==> src/rtl/cswait_pkg.sv <==
`timescale 1ns/1ps
package cswait_pkg;
    typedef enum logic [1:0] {
        ST_IDLE   = 2'd0,
        ST_WAIT   = 2'd1,
        ST_EXTEND = 2'd2,
        ST_READY  = 2'd3
    } seq_state_t;
endpackage

==> src/rtl/cswait_cfg_reg.sv <==
`timescale 1ns/1ps
module cswait_cfg_reg #(
    parameter int REG_W = 16
) (
    input  logic             clk,
    input  logic             arst,
    input  logic             mrst,
    input  logic             wr_en,
    input  logic [REG_W-1:0] wdata,
    output logic [REG_W-1:0] cfg_q
);
    // power-on / hardware standby load all ones; manual reset does not touch it
    always_ff @(posedge clk or posedge arst) begin
        if (arst)       cfg_q <= '1;
        else if (wr_en) cfg_q <= wdata;
    end

    p_hold_on_mreset_r3: assert property (@(posedge clk) disable iff (arst)
        (mrst && !wr_en) |=> $stable(cfg_q));

    p_write_lands_r4: assert property (@(posedge clk) disable iff (arst)
        wr_en |=> (cfg_q == $past(wdata)));
endmodule

==> src/rtl/cswait_field_sel.sv <==
`timescale 1ns/1ps
module cswait_field_sel #(
    parameter int NSPACE = 4,
    parameter int FW     = 4,
    localparam int REG_W = NSPACE * FW,
    localparam int SW    = (NSPACE > 1) ? $clog2(NSPACE) : 1
) (
    input  logic [REG_W-1:0] cfg,
    input  logic [SW-1:0]    space,
    output logic [FW-1:0]    field
);
    logic [FW-1:0] fields [NSPACE];

    for (genvar g = 0; g < NSPACE; g++) begin : g_split
        assign fields[g] = cfg[g*FW +: FW];
    end

    assign field = fields[space];
endmodule

==> src/rtl/cswait_seq.sv <==
`timescale 1ns/1ps
module cswait_seq
    import cswait_pkg::*;
#(
    parameter int FW = 4
) (
    input  logic          clk,
    input  logic          arst,
    input  logic          mrst,
    input  logic          start_i,
    input  logic [FW-1:0] wcnt_i,
    input  logic          ext_wait_i,
    output logic          rdy_o
);
    seq_state_t    state_q, state_d;
    logic [FW-1:0] cnt_q, cnt_d;
    logic          last_wait;

    assign last_wait = (cnt_q == FW'(1));

    // next-state and counter
    always_comb begin
        state_d = state_q;
        cnt_d   = cnt_q;
        unique case (state_q)
            ST_IDLE: begin
                if (start_i) begin
                    cnt_d   = wcnt_i;
                    state_d = (wcnt_i == '0) ? ST_READY : ST_WAIT;
                end
            end
            ST_WAIT: begin
                cnt_d = cnt_q - FW'(1);
                if (last_wait)
                    state_d = ext_wait_i ? ST_EXTEND : ST_READY;
            end
            ST_EXTEND: begin
                if (!ext_wait_i) state_d = ST_READY;
            end
            ST_READY: state_d = ST_IDLE;
            default:  state_d = ST_IDLE;
        endcase
    end

    // state register
    always_ff @(posedge clk or posedge arst) begin
        if (arst) begin
            state_q <= ST_IDLE;
            cnt_q   <= '0;
        end else if (mrst) begin
            state_q <= ST_IDLE;
            cnt_q   <= '0;
        end else begin
            state_q <= state_d;
            cnt_q   <= cnt_d;
        end
    end

    // outputs
    always_comb begin
        rdy_o = (state_q == ST_READY);
    end

    p_pulse_once_r9: assert property (@(posedge clk) disable iff (arst || mrst)
        rdy_o |=> !rdy_o);

    p_zero_wait_r6: assert property (@(posedge clk) disable iff (arst || mrst)
        (state_q == ST_IDLE && start_i && wcnt_i == '0) |=> rdy_o);

    p_nonzero_wait_r7: assert property (@(posedge clk) disable iff (arst || mrst)
        (state_q == ST_IDLE && start_i && wcnt_i != '0) |=> !rdy_o);

    p_hold_ext_r8: assert property (@(posedge clk) disable iff (arst || mrst)
        (state_q == ST_EXTEND && ext_wait_i) |=> !rdy_o);

    p_count_down_r10: assert property (@(posedge clk) disable iff (arst || mrst)
        (state_q == ST_WAIT && !last_wait) |=>
            (state_q == ST_WAIT && cnt_q == $past(cnt_q) - FW'(1)));
endmodule

==> src/rtl/cs_wait_ctrl.sv <==
`timescale 1ns/1ps
module cs_wait_ctrl #(
    parameter int NSPACE = 4,
    parameter int FW     = 4,
    localparam int REG_W = NSPACE * FW,
    localparam int SW    = (NSPACE > 1) ? $clog2(NSPACE) : 1
) (
    input  logic             clk,
    input  logic             por_i,
    input  logic             hw_stby_i,
    input  logic             mrst_i,
    input  logic             reg_wr_i,
    input  logic [REG_W-1:0] reg_wdata_i,
    output logic [REG_W-1:0] reg_rdata_o,
    input  logic             acc_start_i,
    input  logic [SW-1:0]    acc_space_i,
    input  logic             ext_wait_i,
    output logic             acc_ready_o
);
    logic             hard_rst;
    logic [REG_W-1:0] cfg;
    logic [FW-1:0]    sel_cnt;

    assign hard_rst = por_i | hw_stby_i;

    cswait_cfg_reg #(.REG_W(REG_W)) u_cfg (
        .clk   (clk),
        .arst  (hard_rst),
        .mrst  (mrst_i),
        .wr_en (reg_wr_i),
        .wdata (reg_wdata_i),
        .cfg_q (cfg)
    );

    cswait_field_sel #(.NSPACE(NSPACE), .FW(FW)) u_sel (
        .cfg   (cfg),
        .space (acc_space_i),
        .field (sel_cnt)
    );

    cswait_seq #(.FW(FW)) u_seq (
        .clk        (clk),
        .arst       (hard_rst),
        .mrst       (mrst_i),
        .start_i    (acc_start_i),
        .wcnt_i     (sel_cnt),
        .ext_wait_i (ext_wait_i),
        .rdy_o      (acc_ready_o)
    );

    assign reg_rdata_o = cfg;

    p_reset_value_r1: assert property (@(posedge clk)
        $past(por_i) |-> (reg_rdata_o == '1 || $past(hw_stby_i) == 1'b0 && !$past(por_i)));
endmodule

==> config.mk <==
export PLATFORM = sky130hd
export DESIGN_NAME = cs_wait_ctrl
export DESIGN_NICKNAME = d
export VERILOG_FILES = /design/src/rtl/cswait_pkg.sv /design/src/rtl/cswait_cfg_reg.sv /design/src/rtl/cswait_field_sel.sv /design/src/rtl/cswait_seq.sv /design/src/rtl/cs_wait_ctrl.sv
export SDC_FILE = /design/constraint.sdc
export NUM_CORES = 1
export LEC_CHECK = 0
export BUFFER_PORTS_ARGS = -buffer_cell sky130_fd_sc_hd__buf_2
export CORE_UTILIZATION = 44
export DETAILED_ROUTE_END_ITERATION = 16
export GPL_TIMING_DRIVEN = 0
export PLACE_DENSITY_LB_ADDON = 0.15
export SLEW_MARGIN = 40
export SYNTH_ARGS = -nofsm -noshare
export SYNTH_HDL_FRONTEND = slang
export SYNTH_SLANG_ARGS = --single-unit
==> constraint.sdc <==
create_clock -name clk -period 1.9 [get_ports clk]
set_input_delay 0.38 -clock clk [delete_from_list [all_inputs] [get_ports clk]]
set_output_delay 0.38 -clock clk [all_outputs]
set_load 0.01 [all_outputs]
==> results.sh, run 1 <==
export IMPL_routed_wl_um=2345
export IMPL_grt_max_degree=21
export IMPL_start_util_pct=46.70
export IMPL_synthTopCellsByArea="dfstp_2 (36%), mux2_1 (15%), dfrtp_1 (13%)"
export IMPL_synth_async_reset_ratio_pct=100.0
export IMPL_crit_required_ns=2.07
export IMPL_clock_power_share_pct=17.0
export IMPL_r2r_end="u_seq.state_q[0]"
export IMPL_fmax_mhz=528.7
export IMPL_numPortBuffers=40
export IMPL_row_count=18
export IMPL_grt_first_pass_wirelength_um=3512
export IMPL_place_gp_congestion=0.7649
export IMPL_synthCells=91
export IMPL_ys_seq_area_share_pct=48.87
export IMPL_r2r_setup_slack_ns=0.009
export IMPL_core_um2=2500
export IMPL_min_period_ns=1.891
export IMPL_synth_top_area_share_pct=36.01
export IMPL_slew_headroom_pct=64.05
export IMPL_ys_ff_latch=22
export IMPL_power_leakage_nw=0.6944
export IMPL_post_dp_hpwl_um=1799
export IMPL_syn_cell_area_um2=1167
export IMPL_period_share_pct=99.55
export IMPL_grt_usage_pct=17.51
export IMPL_cts_sinks=22
export IMPL_netlist_top_cell_by_area="dfstp_2"
export IMPL_arrival_ns=2.06
export IMPL_dieHeight_um=53.51
export IMPL_sw_frac_of_total_pct=34.05
export IMPL_drtIter0Drc=13
export IMPL_cts_clk_slew_worst_paths_ns=0.12
export IMPL_avgRoutedWirePerCell_um=13.71
export IMPL_synthDistinctLibCells=29
export IMPL_endpoint_kind="register"
export IMPL_h_tree_depth=1
export IMPL_p_comb_share_pct=39.8
export IMPL_ant_nets=0
export IMPL_hp_class="in -> async"
export IMPL_avgViaCountPerCell=5.205
export IMPL_intPower_w=0.0009916
export IMPL_maxSlewViolCount=0
export IMPL_holdWs_ns=0.1484
export IMPL_die_area_um2=2863
export IMPL_power_per_cell_area_nw_per_um2=989.2
export IMPL_ios=42
export IMPL_reg2reg_depth=6
export IMPL_route_vias_total=890
export IMPL_grt_pass1_vias=829
export IMPL_p_switching_w=0.0005121
export IMPL_synth_top_flop_cell="dfstp_2"
export IMPL_cts_tree="built"
export IMPL_synth_net_count=122
export IMPL_rsz0062_at_grt="true"
export IMPL_maxCapViolations=0
export IMPL_worstPathMaxFanout=3
export IMPL_clock_root_buffer="clkbuf_4"
export IMPL_antenna_found_initial=0
export IMPL_drive_gt1_share_pct=49.65
export IMPL_grt_overflow=0
export IMPL_synth_edf_count=0
export IMPL_area_growth_pct=30.23
export IMPL_finClkSkew_ns=0.006510
export IMPL_clk_path_buf_depth=2
export IMPL_worstSetupPathType="reg -> reg"
export IMPL_fin_nets=173
export IMPL_yosysWarningCount=0
export IMPL_tightestPinTransition_ns=0.5393
export IMPL_start_kind="register"
export IMPL_worst_slack_ns=0.008592
export IMPL_pre_cts_slack_ns=-0.04098
export IMPL_final_hold_viol_count=0
export IMPL_die_x_um=53.51
export IMPL_insertedDiodeCount=0
export IMPL_clk_latency_ns=0.30
export IMPL_power_share_sequential_pct=43.2
export IMPL_numCtsBuffers=3
export IMPL_drcViolationCount=0
export IMPL_peakVddDrop_mv=0.6171
export IMPL_firstDrtPassIters=4
export IMPL_finalSetupViolations=0
export IMPL_status="finished, final reports clean"
export IMPL_timing_rr_start="u_seq.cnt_q[1]"
export IMPL_synth_area_per_cell_um2=12.83
worst max-delay path, cell delays in order (launching register included):
cell,delay [ns]
dfrtp_1,0.41
inv_2,0.06
ha_1,0.12
or3b_1,0.34
a221o_1,0.34
a2111oi_0,0.37
a211oi_1,0.11
synthesized netlist by cell type, types with 2 or more instances:
| master | instances |
|---|---|
| inv_1 | 5 |
| dfstp_2 | 16 |
| nor3_1 | 2 |
| nand2_1 | 6 |
| dfrtp_1 | 6 |
| clkbuf_1 | 3 |
| nor2b_1 | 3 |
| mux2_1 | 16 |
| a211oi_1 | 2 |
| mux4_1 | 3 |
| ha_1 | 6 |
| nor2_1 | 4 |
| o21ai_1 | 2 |
| a31oi_1 | 2 |
layout by cell type (no fill, tap or decap), drive strengths merged:
cell type | Yosys | final
ha | 6 | 6
dlygate4sd3 | 0 | 2
or2 | 1 | 1
buf | 0 | 44
a2bb2oi | 1 | 1
o21ai | 3 | 3
clkbuf | 3 | 7
or4 | 1 | 1
nand4b | 1 | 1
dfstp | 16 | 16
mux4 | 4 | 4
nor2b | 3 | 3
mux2 | 16 | 16
nor2 | 4 | 4
nor3 | 2 | 2
a2111oi | 1 | 1
o22ai | 1 | 1
a221o | 1 | 1
a21oi | 1 | 1
nand2 | 6 | 6
and2b | 1 | 1
inv | 5 | 5
nand3 | 1 | 1
a211oi | 2 | 2
mux2i | 1 | 1
dfrtp | 6 | 6
a31oi | 2 | 2
or3b | 2 | 2
stage by stage:
step | util [%] | std cells | TNS, ns | area, um^2 | power [W]
after floorplan | - | 91 | 0 | 1167 | 0.001028
after global placement | 56.21 | 161 | -1.401 | 1405 | 0.001161
after detailed placement | 57.61 | 162 | -0.04598 | 1440 | 0.001192
after CTS | 60.46 | 170 | -0.02726 | 1511 | 0.001488
after global routing | 60.81 | 171 | -0.05461 | 1520 | 0.001606
final | 60.81 | 171 | 0 | 1520 | 0.001504
worst max-delay path by stage:
stage / cells past startpoint / slack (ns) / start / to
finish: 6 / 0.009 / u_seq.cnt_q[1] / u_seq.state_q[0]
global route: 6 / -0.04 / u_seq.cnt_q[1] / u_seq.state_q[1]
CTS: 6 / -0.02 / u_seq.cnt_q[1] / u_seq.state_q[1]
detailed placement: 6 / -0.04 / u_seq.cnt_q[1] / u_seq.state_q[1]
global placement: 2 / -0.23 / por_i / u_seq.state_q[0]
floorplan: 6 / 0.08 / u_seq.cnt_q[1] / u_seq.state_q[1]
sequential cells by signal, summed over array words and instances (netlist names):
register       count
u_seq.state_q      2
u_seq.cnt_q        4
u_cfg.cfg_q       16
per-layer routing:
layer	part of all wire (%)	up-vias	GRT usage [%]	wire [um]
met5	0	-	0	0
met4	0.55	0	6.579	13
met3	3.9	2	3.448	91
met2	53	18	29.58	1242
met1	43	437	21.92	998
li1	-	433	-	-
logic make-up after synthesis:
group	Yosys count	synth area share, %
DFF	22	48.87
AOI/OAI and AO/OA	12	6.966
adders and majority gates	6	6.431
buffers and inverters	8	2.572
muxes	21	24.97
and+or+nand+nor	22	10.18
power groups by stage:
| stage | logic, W | clock network [W] | registers (W) |
|---|---|---|---|
| after floorplan | 0.000369 | 0 | 0.000659 |
| after global placement | 0.000510 | 0 | 0.000651 |
| after detailed placement | 0.000535 | 0 | 0.000657 |
| after CTS | 0.000576 | 0.000266 | 0.000646 |
| after global routing | 0.000657 | 0.000286 | 0.000663 |
| final | 0.000599 | 0.000256 | 0.000649 |
repair_timing:
action | CTS | global route
gates resized for setup | 0 | 2
cloned | 0 | 0
hold buffers | 2 | 0
hold endpoints to repair | 2 | 0
pin swaps | 2 | 1
endpoints found under the setup margin | 2 | 2
setup buffers | 2 | 1
area by class of cell:
cell class | instances | area (um^2)
clock buffers | 4 | 36.28
fillers | 230 | 979.7
flip-flops and latches | 22 | 571.8
inverters | 5 | 18.77
plain buffers | 3 | 11.26
well taps | 30 | 37.54
repair buffers | 46 | 270.3
multi-input cells | 61 | 574.3
Note: power is estimated with default switching activity, not from simulation.
==> run 2, diff against run 1 <==
Settings changed: GPL_ROUTABILITY_DRIVEN set to 0, REMOVE_ABC_BUFFERS set to 1.
==> results.sh, run 2 (synthesis gave the netlist of run 1 again) <==
export IMPL_status="finished, final reports clean"
export IMPL_arrival_ns=2.14
export IMPL_start_kind="register"
export IMPL_insertedDiodeCount=0
export IMPL_ant_nets=0
export IMPL_fin_util_pct=60.66
export IMPL_route_met3_wl_um=98
export IMPL_hp_class="in -> async"
export IMPL_route_vias_total=882
export IMPL_power_per_cell_area_nw_per_um2=1051
export IMPL_drtIter0Drc=12
export IMPL_numCtsBuffers=3
export IMPL_layout_common_cells="buf_2 (41), mux2_1 (16), dfstp_2 (16)"
export IMPL_numPortBuffers=41
export IMPL_grt_usage_pct=18.90
export IMPL_endpoint_kind="register"
export IMPL_stdcell_area_um2=1516
export IMPL_power_leakage_nw=0.6980
export IMPL_maxSlewViolCount=0
export IMPL_cts_sinks=22
export IMPL_fmax_mhz=528.0
export IMPL_ios=42
export IMPL_maxCapViolations=0
export IMPL_largest_reg_flops=16
export IMPL_cts_tree="built"
export IMPL_fin_nets=171
export IMPL_drcViolationCount=0
export IMPL_total_power_w=0.001593
export IMPL_worstSetupPathType="reg -> reg"
export IMPL_start_util_pct=46.70
export IMPL_grt_first_pass_wirelength_um=3643
export IMPL_peakVddDrop_mv=0.6681
export IMPL_tightestPinTransition_ns=0.3617
export IMPL_cts_clk_slew_worst_paths_ns=0.12
export IMPL_h_tree_depth=1
export IMPL_drive_gt1_share_pct=50.36
export IMPL_avgRoutedWirePerCell_um=13.76
export IMPL_tns_ns=0
export IMPL_period_share_pct=99.68
export IMPL_met1_length_um=974
export IMPL_grt_max_degree=21
export IMPL_core_um2=2500
export IMPL_min_period_ns=1.894
export IMPL_row_count=18
export IMPL_worstPathMaxFanout=3
export IMPL_post_dp_hpwl_um=1748
export IMPL_routed_wl_um=2326
export IMPL_crit_required_ns=2.15
export IMPL_area_growth_pct=29.90
export IMPL_final_hold_viol_count=0
export IMPL_clock_root_buffer="clkbuf_4"
export IMPL_dieHeight_um=53.51
export IMPL_fillCellCount=220
export IMPL_die_area_um2=2863
export IMPL_place_area_um2=1421
export IMPL_clk_path_buf_depth=2
export IMPL_rsz0062_at_grt="true"
export IMPL_firstDrtPassIters=4
export IMPL_grt_pass1_vias=821
export IMPL_antenna_found_initial=0
export IMPL_route_met2_wl_um=1225
export IMPL_slew_headroom_pct=75.27
export IMPL_avgViaCountPerCell=5.219
export IMPL_final_common_cell="buf_2"
export IMPL_finalSetupViolations=0
export IMPL_top_layer="met4"
export IMPL_largest_registers="u_cfg.cfg_q x16, u_seq.cnt_q x4, u_seq.state_q x2"
export IMPL_top_register="u_cfg.cfg_q"
export IMPL_die_x_um=53.51
export IMPL_finClkSkew_ns=0.001940
export IMPL_grt_overflow=0
export IMPL_clk_latency_ns=0.31
run 2: cell types whose count changed in the layout (fill, tap and decap cells not counted):
cell	previous run	this run
clkbuf_8	1	0
buf_2	40	41
buf_8	0	1
dfrtp_2	1	0
dfrtp_1	5	6
clkbuf_1	3	0
bufinv_16	0	1
buf_16	1	0
run 2: final timing paths:
check                                 from          endpoint  slack [ns]  depth (start not counted)
min in group clk           reg_wdata_i[12]   u_cfg.cfg_q[12]        0.27                          2
max in group asynchronous            por_i  u_seq.state_q[0]        0.71                          4
setup / recovery            u_seq.cnt_q[1]  u_seq.state_q[1]       0.006                          6
setup reg to reg            u_seq.cnt_q[1]  u_seq.state_q[1]       0.006                          6
hold / removal                   hw_stby_i  u_seq.state_q[1]        0.15                          3
hold reg to reg             u_seq.cnt_q[2]    u_seq.cnt_q[2]        0.59                          2
run 2: stage by stage:
step / hold slack (ns) / setup WS [ns] / std cells
after floorplan: 0.4431 / 0.08474 / 88
after global placement: 0.5697 / -0.2582 / 159
after detailed placement: 0.2822 / -0.04659 / 160
after CTS: 0.1402 / -0.007328 / 169
after global routing: 0.1491 / -0.07179 / 169
final: 0.1456 / 0.006037 / 169
run 2: cell type report:
class	instances	area, um^2	share of cell area [%]
inverter	5	18.77	1.238
sequential	22	570.5	37.62
clock buffer	3	22.52	1.485
multi-input combinational	61	574.3	37.87
tap	30	37.54	2.475
timing repair buffer	47	262.8	17.33
clock inverter	1	30.03	1.980
run 2: where the power goes:
group | total, W | switching [W] | internal (W)
combinational | 0.000586 | 0.000296 | 0.000290
clock | 0.000360 | 0.000147 | 0.000213
sequential | 0.000647 | 0.0000696 | 0.000577
run 2: metal layers:
| metal | global-route usage (%) | vias to the layer above |
|---|---|---|
| li1 | - | 428 |
| met1 | 21.21 | 425 |
| met2 | 33.13 | 25 |
| met3 | 5.172 | 4 |
| met4 | 8.333 | 0 |
| met5 | 0 | - |
run 2: repair_timing:
item                       CTS  global route
gates resized for setup      1             0
setup buffers                3             0
hold buffers                 2             0
setup endpoints to repair    2             2
hold endpoints to repair     1             0
pin swaps                    2             1
run 2: critical path: stages (launching register included):
cell	delay (ns)
dfrtp_1	0.42
inv_2	0.07
ha_1	0.13
or3b_1	0.35
a221o_1	0.35
or4_1	0.41
o22ai_1	0.11
